===== config.mk =====
export PLATFORM = sky130hd
export DESIGN_NAME = sync_shift_port
export DESIGN_NICKNAME = d
export VERILOG_FILES = /design/src/rtl/sspt_pkg.sv /design/src/rtl/sspt_clkgen.sv /design/src/rtl/sspt_edge_sync.sv /design/src/rtl/sspt_shifter.sv /design/src/rtl/sync_shift_port.sv
export SDC_FILE = /design/constraint.sdc
export NUM_CORES = 1
export LEC_CHECK = 0
export ABC_AREA = 1
export BUFFER_PORTS_ARGS = -buffer_cell sky130_fd_sc_hd__clkbuf_2
export CAP_MARGIN = 20
export CORE_MARGIN = 3
export CORE_UTILIZATION = 60
export CTS_CLUSTER_DIAMETER = 200
export CTS_CLUSTER_SIZE = 24
export DETAILED_ROUTE_END_ITERATION = 10
export PLACE_DENSITY_LB_ADDON = 0.1
export SLEW_MARGIN = 40
export SYNTH_ARGS = -nofsm -noshare
export SYNTH_HDL_FRONTEND = slang
export SYNTH_SLANG_ARGS = --single-unit

===== constraint.sdc =====
create_clock -name clk -period 3.8 [get_ports clk]
set_input_delay 0.38 -clock clk [delete_from_list [all_inputs] [get_ports clk]]
set_output_delay 0.38 -clock clk [all_outputs]
set_load 0.005 [all_outputs]

===== src/rtl/sspt_pkg.sv =====
package sspt_pkg;

  typedef enum logic [1:0] {
    MD_OFF    = 2'd0,
    MD_MASTER = 2'd1,
    MD_SLAVE  = 2'd2
  } mode_e;

  localparam logic [2:0] FMT_SHIFT = 3'b000;

  // Operating mode from the format code and the two clock-source selects.
  function automatic mode_e decode_mode(input logic [2:0] fmt,
                                        input logic tx_ext,
                                        input logic rx_ext);
    if (fmt != FMT_SHIFT)        return MD_OFF;
    if (!tx_ext && !rx_ext)      return MD_MASTER;
    if (tx_ext && rx_ext)        return MD_SLAVE;
    return MD_OFF;
  endfunction

  // True when a bit count marks the final bit of a word.
  function automatic logic is_last_bit(input int unsigned cnt,
                                       input int unsigned word_w);
    return cnt == word_w - 1;
  endfunction

endpackage


===== src/rtl/sspt_clkgen.sv =====
module sspt_clkgen #(
  parameter int DIV_W = 12
) (
  input  logic             clk,
  input  logic             rst_n,
  input  logic             soft_rst,
  input  logic             active,
  input  logic             run,
  input  logic [DIV_W-1:0] div,
  output logic             sclk,
  output logic             ev_rise,
  output logic             ev_fall
);
  logic [DIV_W-1:0] dcnt;
  logic             sclk_q;
  logic             go;
  logic             tick;

  // Keep toggling while work is pending; always finish a low phase.
  assign go      = active && (run || !sclk_q);
  assign tick    = go && (dcnt == div);
  assign ev_fall = tick && sclk_q;
  assign ev_rise = tick && !sclk_q;
  assign sclk    = sclk_q;

  always_ff @(posedge clk or negedge rst_n) begin
    if (!rst_n) begin
      dcnt   <= '0;
      sclk_q <= 1'b1;
    end else if (soft_rst || !active) begin
      dcnt   <= '0;
      sclk_q <= 1'b1;
    end else if (go) begin
      if (tick) begin
        dcnt   <= '0;
        sclk_q <= !sclk_q;
      end else begin
        dcnt <= dcnt + 1'b1;
      end
    end else begin
      dcnt <= '0;
    end
  end
endmodule


===== src/rtl/sspt_edge_sync.sv =====
module sspt_edge_sync (
  input  logic clk,
  input  logic rst_n,
  input  logic active,
  input  logic pin,
  output logic ev_rise,
  output logic ev_fall
);
  // Two synchronizing stages plus one history stage for edge detection.
  logic [2:0] sync_q;

  always_ff @(posedge clk or negedge rst_n) begin
    if (!rst_n) sync_q <= 3'b111;
    else        sync_q <= {sync_q[1:0], pin};
  end

  assign ev_rise = active &&  sync_q[1] && !sync_q[2];
  assign ev_fall = active && !sync_q[1] &&  sync_q[2];
endmodule


===== src/rtl/sspt_shifter.sv =====
module sspt_shifter
  import sspt_pkg::*;
#(
  parameter int WORD_W = 8,
  parameter int CNT_W  = 3
) (
  input  logic              clk,
  input  logic              rst_n,
  input  logic              soft_rst,
  input  logic              ev_rise,
  input  logic              ev_fall,
  input  logic              tx_load,
  input  logic [WORD_W-1:0] tx_data,
  input  logic              rx_read,
  input  logic              sdi,
  output logic              tx_empty,
  output logic [WORD_W-1:0] rx_data,
  output logic              rx_full,
  output logic              sdo,
  output logic              pending,
  output logic [CNT_W-1:0]  bit_cnt,
  output logic              word_done,
  output logic              tx_xfer
);
  logic [WORD_W-1:0] hold_q;
  logic              hold_full_q;
  logic [WORD_W-1:0] txsh_q;
  logic [WORD_W-1:0] rxsh_q;
  logic [WORD_W-1:0] rx_next;
  logic [WORD_W-1:0] fill;
  logic [CNT_W-1:0]  cnt_q;
  logic              sdo_q;
  logic              rxf_q;
  logic [WORD_W-1:0] rxd_q;
  logic              word_start;
  logic              last_bit;

  assign last_bit   = is_last_bit(int'(cnt_q), WORD_W);
  assign word_start = ev_fall && (cnt_q == '0);
  assign tx_xfer    = word_start && hold_full_q;
  assign word_done  = ev_rise && last_bit;
  assign fill       = hold_full_q ? hold_q : '1;
  assign rx_next    = {sdi, rxsh_q[WORD_W-1:1]};

  always_ff @(posedge clk or negedge rst_n) begin
    if (!rst_n) begin
      hold_q      <= '0;
      hold_full_q <= 1'b0;
      txsh_q      <= '1;
      rxsh_q      <= '0;
      cnt_q       <= '0;
      sdo_q       <= 1'b1;
      rxf_q       <= 1'b0;
      rxd_q       <= '0;
    end else if (soft_rst) begin
      hold_full_q <= 1'b0;
      txsh_q      <= '1;
      rxsh_q      <= '0;
      cnt_q       <= '0;
      rxf_q       <= 1'b0;
    end else begin
      if (tx_load) begin
        hold_q      <= tx_data;
        hold_full_q <= 1'b1;
      end else if (tx_xfer) begin
        hold_full_q <= 1'b0;
      end

      if (ev_fall) begin
        if (cnt_q == '0) begin
          sdo_q  <= fill[0];
          txsh_q <= {1'b1, fill[WORD_W-1:1]};
        end else begin
          sdo_q  <= txsh_q[0];
          txsh_q <= {1'b1, txsh_q[WORD_W-1:1]};
        end
      end

      if (ev_rise) begin
        rxsh_q <= rx_next;
        cnt_q  <= last_bit ? '0 : cnt_q + 1'b1;
        if (last_bit) rxd_q <= rx_next;
      end

      if (word_done)    rxf_q <= 1'b1;
      else if (rx_read) rxf_q <= 1'b0;
    end
  end

  assign tx_empty = !hold_full_q;
  assign rx_data  = rxd_q;
  assign rx_full  = rxf_q;
  assign sdo      = sdo_q;
  assign bit_cnt  = cnt_q;
  assign pending  = hold_full_q || (cnt_q != '0);
endmodule


===== src/rtl/sync_shift_port.sv =====
module sync_shift_port
  import sspt_pkg::*;
#(
  parameter int WORD_W = 8,
  parameter int DIV_W  = 12
) (
  input  logic              clk,
  input  logic              rst_n,
  input  logic              soft_rst,
  input  logic [2:0]        fmt,
  input  logic              tx_clk_ext,
  input  logic              rx_clk_ext,
  input  logic [DIV_W-1:0]  div,
  input  logic              tx_load,
  input  logic [WORD_W-1:0] tx_data,
  output logic              tx_empty,
  input  logic              rx_read,
  output logic [WORD_W-1:0] rx_data,
  output logic              rx_full,
  input  logic              sdi,
  output logic              sdo,
  input  logic              sclk_in,
  output logic              sclk_out,
  output logic              sclk_oe
);
  localparam int CNT_W = (WORD_W > 1) ? $clog2(WORD_W) : 1;

  mode_e            mode;
  logic             is_master;
  logic             is_slave;
  logic             port_en;
  logic             m_rise, m_fall, s_rise, s_fall;
  logic             ev_rise, ev_fall;
  logic             pending;
  logic             word_done;
  logic             tx_xfer;
  logic [CNT_W-1:0] bit_cnt;

  assign mode      = decode_mode(fmt, tx_clk_ext, rx_clk_ext);
  assign is_master = (mode == MD_MASTER);
  assign is_slave  = (mode == MD_SLAVE);
  assign port_en   = is_master || is_slave;
  assign ev_rise   = m_rise || s_rise;
  assign ev_fall   = m_fall || s_fall;
  assign sclk_oe   = is_master;

  sspt_clkgen #(.DIV_W(DIV_W)) u_clkgen (
    .clk      (clk),
    .rst_n    (rst_n),
    .soft_rst (soft_rst),
    .active   (is_master),
    .run      (pending),
    .div      (div),
    .sclk     (sclk_out),
    .ev_rise  (m_rise),
    .ev_fall  (m_fall)
  );

  sspt_edge_sync u_sync (
    .clk     (clk),
    .rst_n   (rst_n),
    .active  (is_slave),
    .pin     (sclk_in),
    .ev_rise (s_rise),
    .ev_fall (s_fall)
  );

  sspt_shifter #(.WORD_W(WORD_W), .CNT_W(CNT_W)) u_shift (
    .clk       (clk),
    .rst_n     (rst_n),
    .soft_rst  (soft_rst),
    .ev_rise   (ev_rise),
    .ev_fall   (ev_fall),
    .tx_load   (tx_load),
    .tx_data   (tx_data),
    .rx_read   (rx_read),
    .sdi       (sdi),
    .tx_empty  (tx_empty),
    .rx_data   (rx_data),
    .rx_full   (rx_full),
    .sdo       (sdo),
    .pending   (pending),
    .bit_cnt   (bit_cnt),
    .word_done (word_done),
    .tx_xfer   (tx_xfer)
  );
endmodule


After elaboration in Yosys (flattened, before gate mapping)
Index checks and enable logic that the tools add are counted.

Output and inout bits: 13. Register bits after elaboration: 54.

Add/sub/neg operators: 2. Mux-type cells: 34. Bitwise operators: 1. Eq/ne operators: 4. Reduce and logical (&&, ||, !) cells: 38.

Operator list (number): 8-bit 2-to-1 mux (5); 12-bit 2-to-1 mux (3); 1-bit 2-to-1 mux (16); 1-bit logical AND (13); 12-bit by 1-bit adder with 12-bit output, second input constant (1); 12-bit == test (1); 2-bit 2-to-1 mux (6); 3-bit nonzero test (4); 3-bit 2-to-1 mux (3); 2-bit nonzero test (4); 1-bit zero test (7); 7-bit 2-to-1 mux (1); 2-bit AND reduction (3); 1-bit logical OR (5); 3-bit by 1-bit adder with 3-bit output, second input constant (1); 3-bit == test, second input constant (1); 3-bit zero test (1); 3-bit AND reduction (1); 2-bit by 1-bit == test with 1-bit output, second input constant (1); 2-bit == test, second input constant (1); 1-bit NOT (1).

Depth between registers and ports, before layout
Depth after elaboration: 19. Gate-level depth with buffers: 13.

Modules after synthesis
From an unflattened synthesis, not the netlist that was laid out.

Cell total of the unflattened synthesis: 343. Area, all modules: 2675.1 µm².

Modules (own cells, without submodules): sspt_shifter (seq. area each 910.9 µm², cells an instance 183, times used 1, area each 1602.8 µm²); sspt_clkgen (seq. area each 326.6 µm², cells an instance 142, times used 1, area each 932.1 µm²); sspt_edge_sync (seq. area each 78.8 µm², cells an instance 7, times used 1, area each 93.8 µm²); sync_shift_port (seq. area each 0.0 µm², cells an instance 11, times used 1, area each 46.3 µm²).

Worst setup path before layout
OpenSTA, ideal clock, no wires.

Path kind: reg-to-reg. Start point: reg u_shift.cnt_q[0], in the netlist u_shift.bit_cnt[0]. End point: reg u_shift.rxsh_q[7]. Period minus slack after synthesis: 1.608 ns. Buffers on the path: 1. Arrival time: 1.487 ns. Required time: 3.679 ns. Stages on the path, launching flop included: 13. Setup slack: 2.192 ns. Path through: dfrtp_1 inv_1 ha_1 inv_1 nor2_4 nand3_1 nand2_1 nor2_4 nand3_4 nand2_8 buf_12 nand3_1 o21ai_1.

Word-level cells in the longest chain between the ends: 8.

RTL lines: from (decl) (RTL line sspt_shifter.sv:31) `logic [CNT_W-1:0] cnt_q;`; from (signal assigned) (RTL line sspt_shifter.sv:81) `cnt_q <= last_bit ? '0 : cnt_q + 1'b1;`; 3-bit nonzero test (RTL line sspt_shifter.sv:95) `assign pending = hold_full_q || (cnt_q != '0);`; 1-bit logical OR (RTL line sspt_shifter.sv:95); 1-bit logical OR (RTL line sspt_clkgen.sv:20) `assign go = active && (run || !sclk_q);`; 1-bit logical AND (RTL line sspt_clkgen.sv:20); 1-bit logical AND (RTL line sspt_clkgen.sv:21) `assign tick = go && (dcnt == div);`; 1-bit logical AND (RTL line sspt_clkgen.sv:23) `assign ev_rise = tick && !sclk_q;`; 1-bit logical OR (RTL line sync_shift_port.sv:43) `assign ev_rise = m_rise || s_rise;`; 2-bit nonzero test (no source line); to (signal assigned) (RTL line sspt_shifter.sv:80) `rxsh_q <= rx_next;`; to (decl) (RTL line sspt_shifter.sv:28) `logic [WORD_W-1:0] rxsh_q;`.

Every way passes these cells. A chain may end at the register's enable or synchronous reset.

Worst setup path after layout
Start point: reg u_shift.cnt_q[0], in the netlist u_shift.bit_cnt[0]. End point: reg u_clkgen.dcnt[7].

Word-level cells in the longest chain between the ends: 8.

RTL lines: 3-bit nonzero test (*) (RTL line sspt_shifter.sv:95); 1-bit logical OR (*) (RTL line sspt_shifter.sv:95); 1-bit logical OR (*) (RTL line sspt_clkgen.sv:20); 1-bit logical AND (*) (RTL line sspt_clkgen.sv:20); 1-bit logical AND (RTL line sspt_clkgen.sv:21); 12-bit 2-to-1 mux (RTL line sspt_clkgen.sv:34) `if (tick) begin`; 12-bit 2-to-1 mux (*) (RTL line sspt_clkgen.sv:33) `end else if (go) begin`; 12-bit 2-to-1 mux (*) (RTL line sspt_clkgen.sv:30) `end else if (soft_rst || !active) begin`; to (signal assigned) (RTL line sspt_clkgen.sv:38) `dcnt <= dcnt + 1'b1;`; to (decl) (RTL line sspt_clkgen.sv:14) `logic [DIV_W-1:0] dcnt;`.

Mark *: on every way between the ends. The rest lies on a longest branch, timed or not.

==> impl_metrics.csv <==
group,metric,value,unit
synth,ys_ff_latch,52,
detailed_routing,wl_per_cell,11.75,um
power_and_ir_drop,power.total,991.6,uW
layout,most-common-layout-cells,"nand2_1 (119), inv_1 (56), clkbuf_2 (44), dfrtp_1 (40), nor2_1 (21)",
power_and_ir_drop,switching_share,23.77,%
clock_network,cts_resized,0,
timing,hold_viol,0,
global_route,antenna_found_initial,0,
setup_path,start_kind,"flop",
floorplanning,ios,45,
setup_path,r2r_setup_slack,1.90,ns
power_and_ir_drop,p_int,755.9,uW
layout,syn_to_final_growth,12.68,%
status,status,"finished clean",
setup_path,r2r-start,"u_shift.bit_cnt[0]",
floorplanning,core-area,4144,um^2
floorplanning,dieWidth,72.88,um
synth,synth_largest_area_cell,"dfrtp_1",
timing,slew_violations,0,
global_route,grt_max_degree,29,
timing,tightest_slew,0.6608,ns
power_and_ir_drop,p_comb_share,9.6,%
clock_network,cts_hold_buf,0,
floorplanning,die_area,5311,um^2
clock_network,root_buffer,"clkbuf_8",
synth,syn-num-nets,371,
clock_network,clockBufferDepth,2,
timing,post-route-period-util,50.04,%
global_route,grt-ovfl-total,0,
layout,nNetsFinal,420,
layout,instances_no_fill,435,
clock_network,cts_made_buffers,5,
clock_network,clock_latency,0.31,ns
synth,yosysWarnings,0,
floorplanning,start_util,64.76,%
power_and_ir_drop,powerDensity,327.9,nW/um^2
timing,slew_headroom,55.90,%
placed_design,placed_area,2943,um^2
detailed_routing,vias,2160,
placed_design,portBuffers,44,
clock_network,post_cts_buffers,0,
detailed_routing,drt_wl_total,5.111,mm
timing,setup_ws,1.899,ns
setup_path,r2r_end,"u_clkgen.dcnt[7]",
synth,mappedNetlistArea,2684,um^2
hold_path,hp-class,"input port to asynchronous set/reset pin",
clock_network,cts_sinks,52,
placed_design,routabilityCongestion,0.8341,
setup_path,arrival,2.12,ns
layout,final_common_cell,"nand2_1",
power_and_ir_drop,p_leak,1.609,nW
detailed_routing,drt_iter0_markers,43,
floorplanning,rows,23,
timing,min_period,1.901,ns
setup_path,setup.worst_path.end_class,"flop",
clock_network,cts.htree.levels,2,
timing,skew,0.008938,ns
layout,postLayoutCellArea,3024,um^2
layout,antenna_cells,0,
synth,ys_top_cells_by_area,"dfrtp_1 (37%), nand2_1 (17%), dfstp_2 (12%)",
detailed_routing,drc,0,
synth,yosysTopAreaCellShare,37.30,%
global_route,grt_util_all_layers,21.38,%
setup_path,path_max_fanout,10,
power_and_ir_drop,net-switching-power,235.7,uW
flow_run,drv_cap,0,
floorplanning,fp.dieH,72.88,um
detailed_routing,ant_nets,0,
clock_network,clk_pin_slew,0.09,ns
detailed_routing,dr.pass1.iters,4,
detailed_routing,viasPerCell,4.966,
setup_path,critPathKind,"flop to flop",
timing,fmax,525.9,MHz
power_and_ir_drop,seqPwrFrac,60.5,%
power_and_ir_drop,pwr-share-clk,29.9,%
layout,nFillCells,353,
global_route,grt_pass1_vias,2027,
layout,drive_above_1_share,23.38,%
synth,synth-seq-area-share,49.04,%
placed_design,hpwl,3.940,mm
power_and_ir_drop,vdd_drop_max,0.2729,mV
synth,synth_cell_types,27,
timing,rsz0062_at_grt,"no",
clock_network,cts_tree,"built",
setup_path,reg2reg_depth,12,
synth,synthCells,335,
setup_path,required,4.02,ns
placed_design,dp_slack,1.835,ns
timing,final.setup.tns,0,ns
global_route,grt_pass1_wl,8.769,mm
synth,avgSynthCellArea,8.011,um^2
timing,finalSetupViolations,0,
placed_design,post-place-cells,427,
==> worst max-delay path: stages (launching register included) <==
cell and delay [ns]:
dfrtp_1 0.40, inv_1 0.08, ha_1 0.14, inv_1 0.06, nor2_4 0.21, nand3_1 0.10, nand2_1 0.14, nor2_4 0.07
nand2_1 0.10, nand2_2 0.14, inv_1 0.12, o21ai_0 0.11, a21oi_1 0.15
==> kinds of logic (layout without fill, tap and decap cells) <==
kind of cell             count (synthesis)  after routing  share of synthesized area (%)
AO/OA/AOI/OAI                           22             22                          4.429
multiplexers                             8              8                          3.357
AND/OR/NAND/NOR                        184            184                          31.28
adder cells (fa/ha/maj)                  4              4                          1.865
flip-flops                              52             52                          49.04
XOR/XNOR                                 1              1                         0.3264
buffers and inverters                   64            114                          9.697
==> synth_stat cells, drive strengths merged <==
library cell  number
a21oi              4
buf                2
clkbuf             1
dfrtp             40
dfstp             12
ha                 4
inv               61
mux2               8
nand2            122
nand3             23
nand4              2
nor2              26
nor3               7
nor3b              4
o21ai             11
o22ai              7
xor2               1
==> per-layer routing <==
layer	part of all wire [%]	GRT usage (%)	routed length, um
met1	46	27.15	2341
met2	48	36.47	2443
met3	5.1	4.959	261
met4	1.3	6.352	65
met5	0	0	0
==> worst max-delay path by stage <==
stage,start,end,slack [ns],cells past startpoint
2_1_floorplan,u_shift.bit_cnt[0],u_shift.rxsh_q[7],2.19,12
3_3_place_gp,soft_rst,u_shift.hold_q[1],1.91,4
3_5_place_dp,soft_rst,u_shift.hold_q[2],1.83,4
4_1_cts,u_shift.bit_cnt[0],u_clkgen.dcnt[7],1.90,12
5_1_grt,u_shift.bit_cnt[0],u_shift.txsh_q[4],1.69,12
6_report,u_shift.bit_cnt[0],u_clkgen.dcnt[7],1.90,12
==> per-stage QoR <==
step / hold WS, ns / utilization [%]
after floorplan: 0.08441 / -
after global placement: 0.3468 / 71.01
after detailed placement: 0.3510 / 71.01
after CTS: 0.08581 / 72.98
after global routing: 0.1030 / 72.98
final: 0.07406 / 72.98
==> power groups by stage <==
stage               Sequential (mW)  Combinational [mW]  Clock, mW
finish                        0.600              0.0956      0.296
CTS                           0.599              0.0974      0.305
floorplan                     0.605              0.0558          0
global placement              0.608              0.0925          0
global route                  0.603               0.110      0.330
detailed placement            0.610              0.0973          0
==> area by class of cell <==
type | instances | area (um^2) | area share (%)
clock buffer | 7 | 76.32 | 2.524
clock inverter | 1 | 5.005 | 0.1655
inverter | 61 | 229.0 | 7.571
multi-input combinational | 219 | 1107 | 36.62
sequential | 52 | 1316 | 43.52
tap | 50 | 62.56 | 2.069
timing repair buffer | 45 | 227.7 | 7.530
==> sequential cells by signal, summed over array words and instances, names as in the netlist <==
name                 cells
u_shift.sdo              1
u_shift.rx_data          8
u_sync.sync_q            3
u_shift.txsh_q           7
u_shift.rx_full          1
u_shift.hold_q           8
u_clkgen.sclk            1
u_shift.rxsh_q           7
u_shift.bit_cnt          3
u_shift.hold_full_q      1
u_clkgen.dcnt           12
Note: power is estimated with default switching activity, not from simulation.
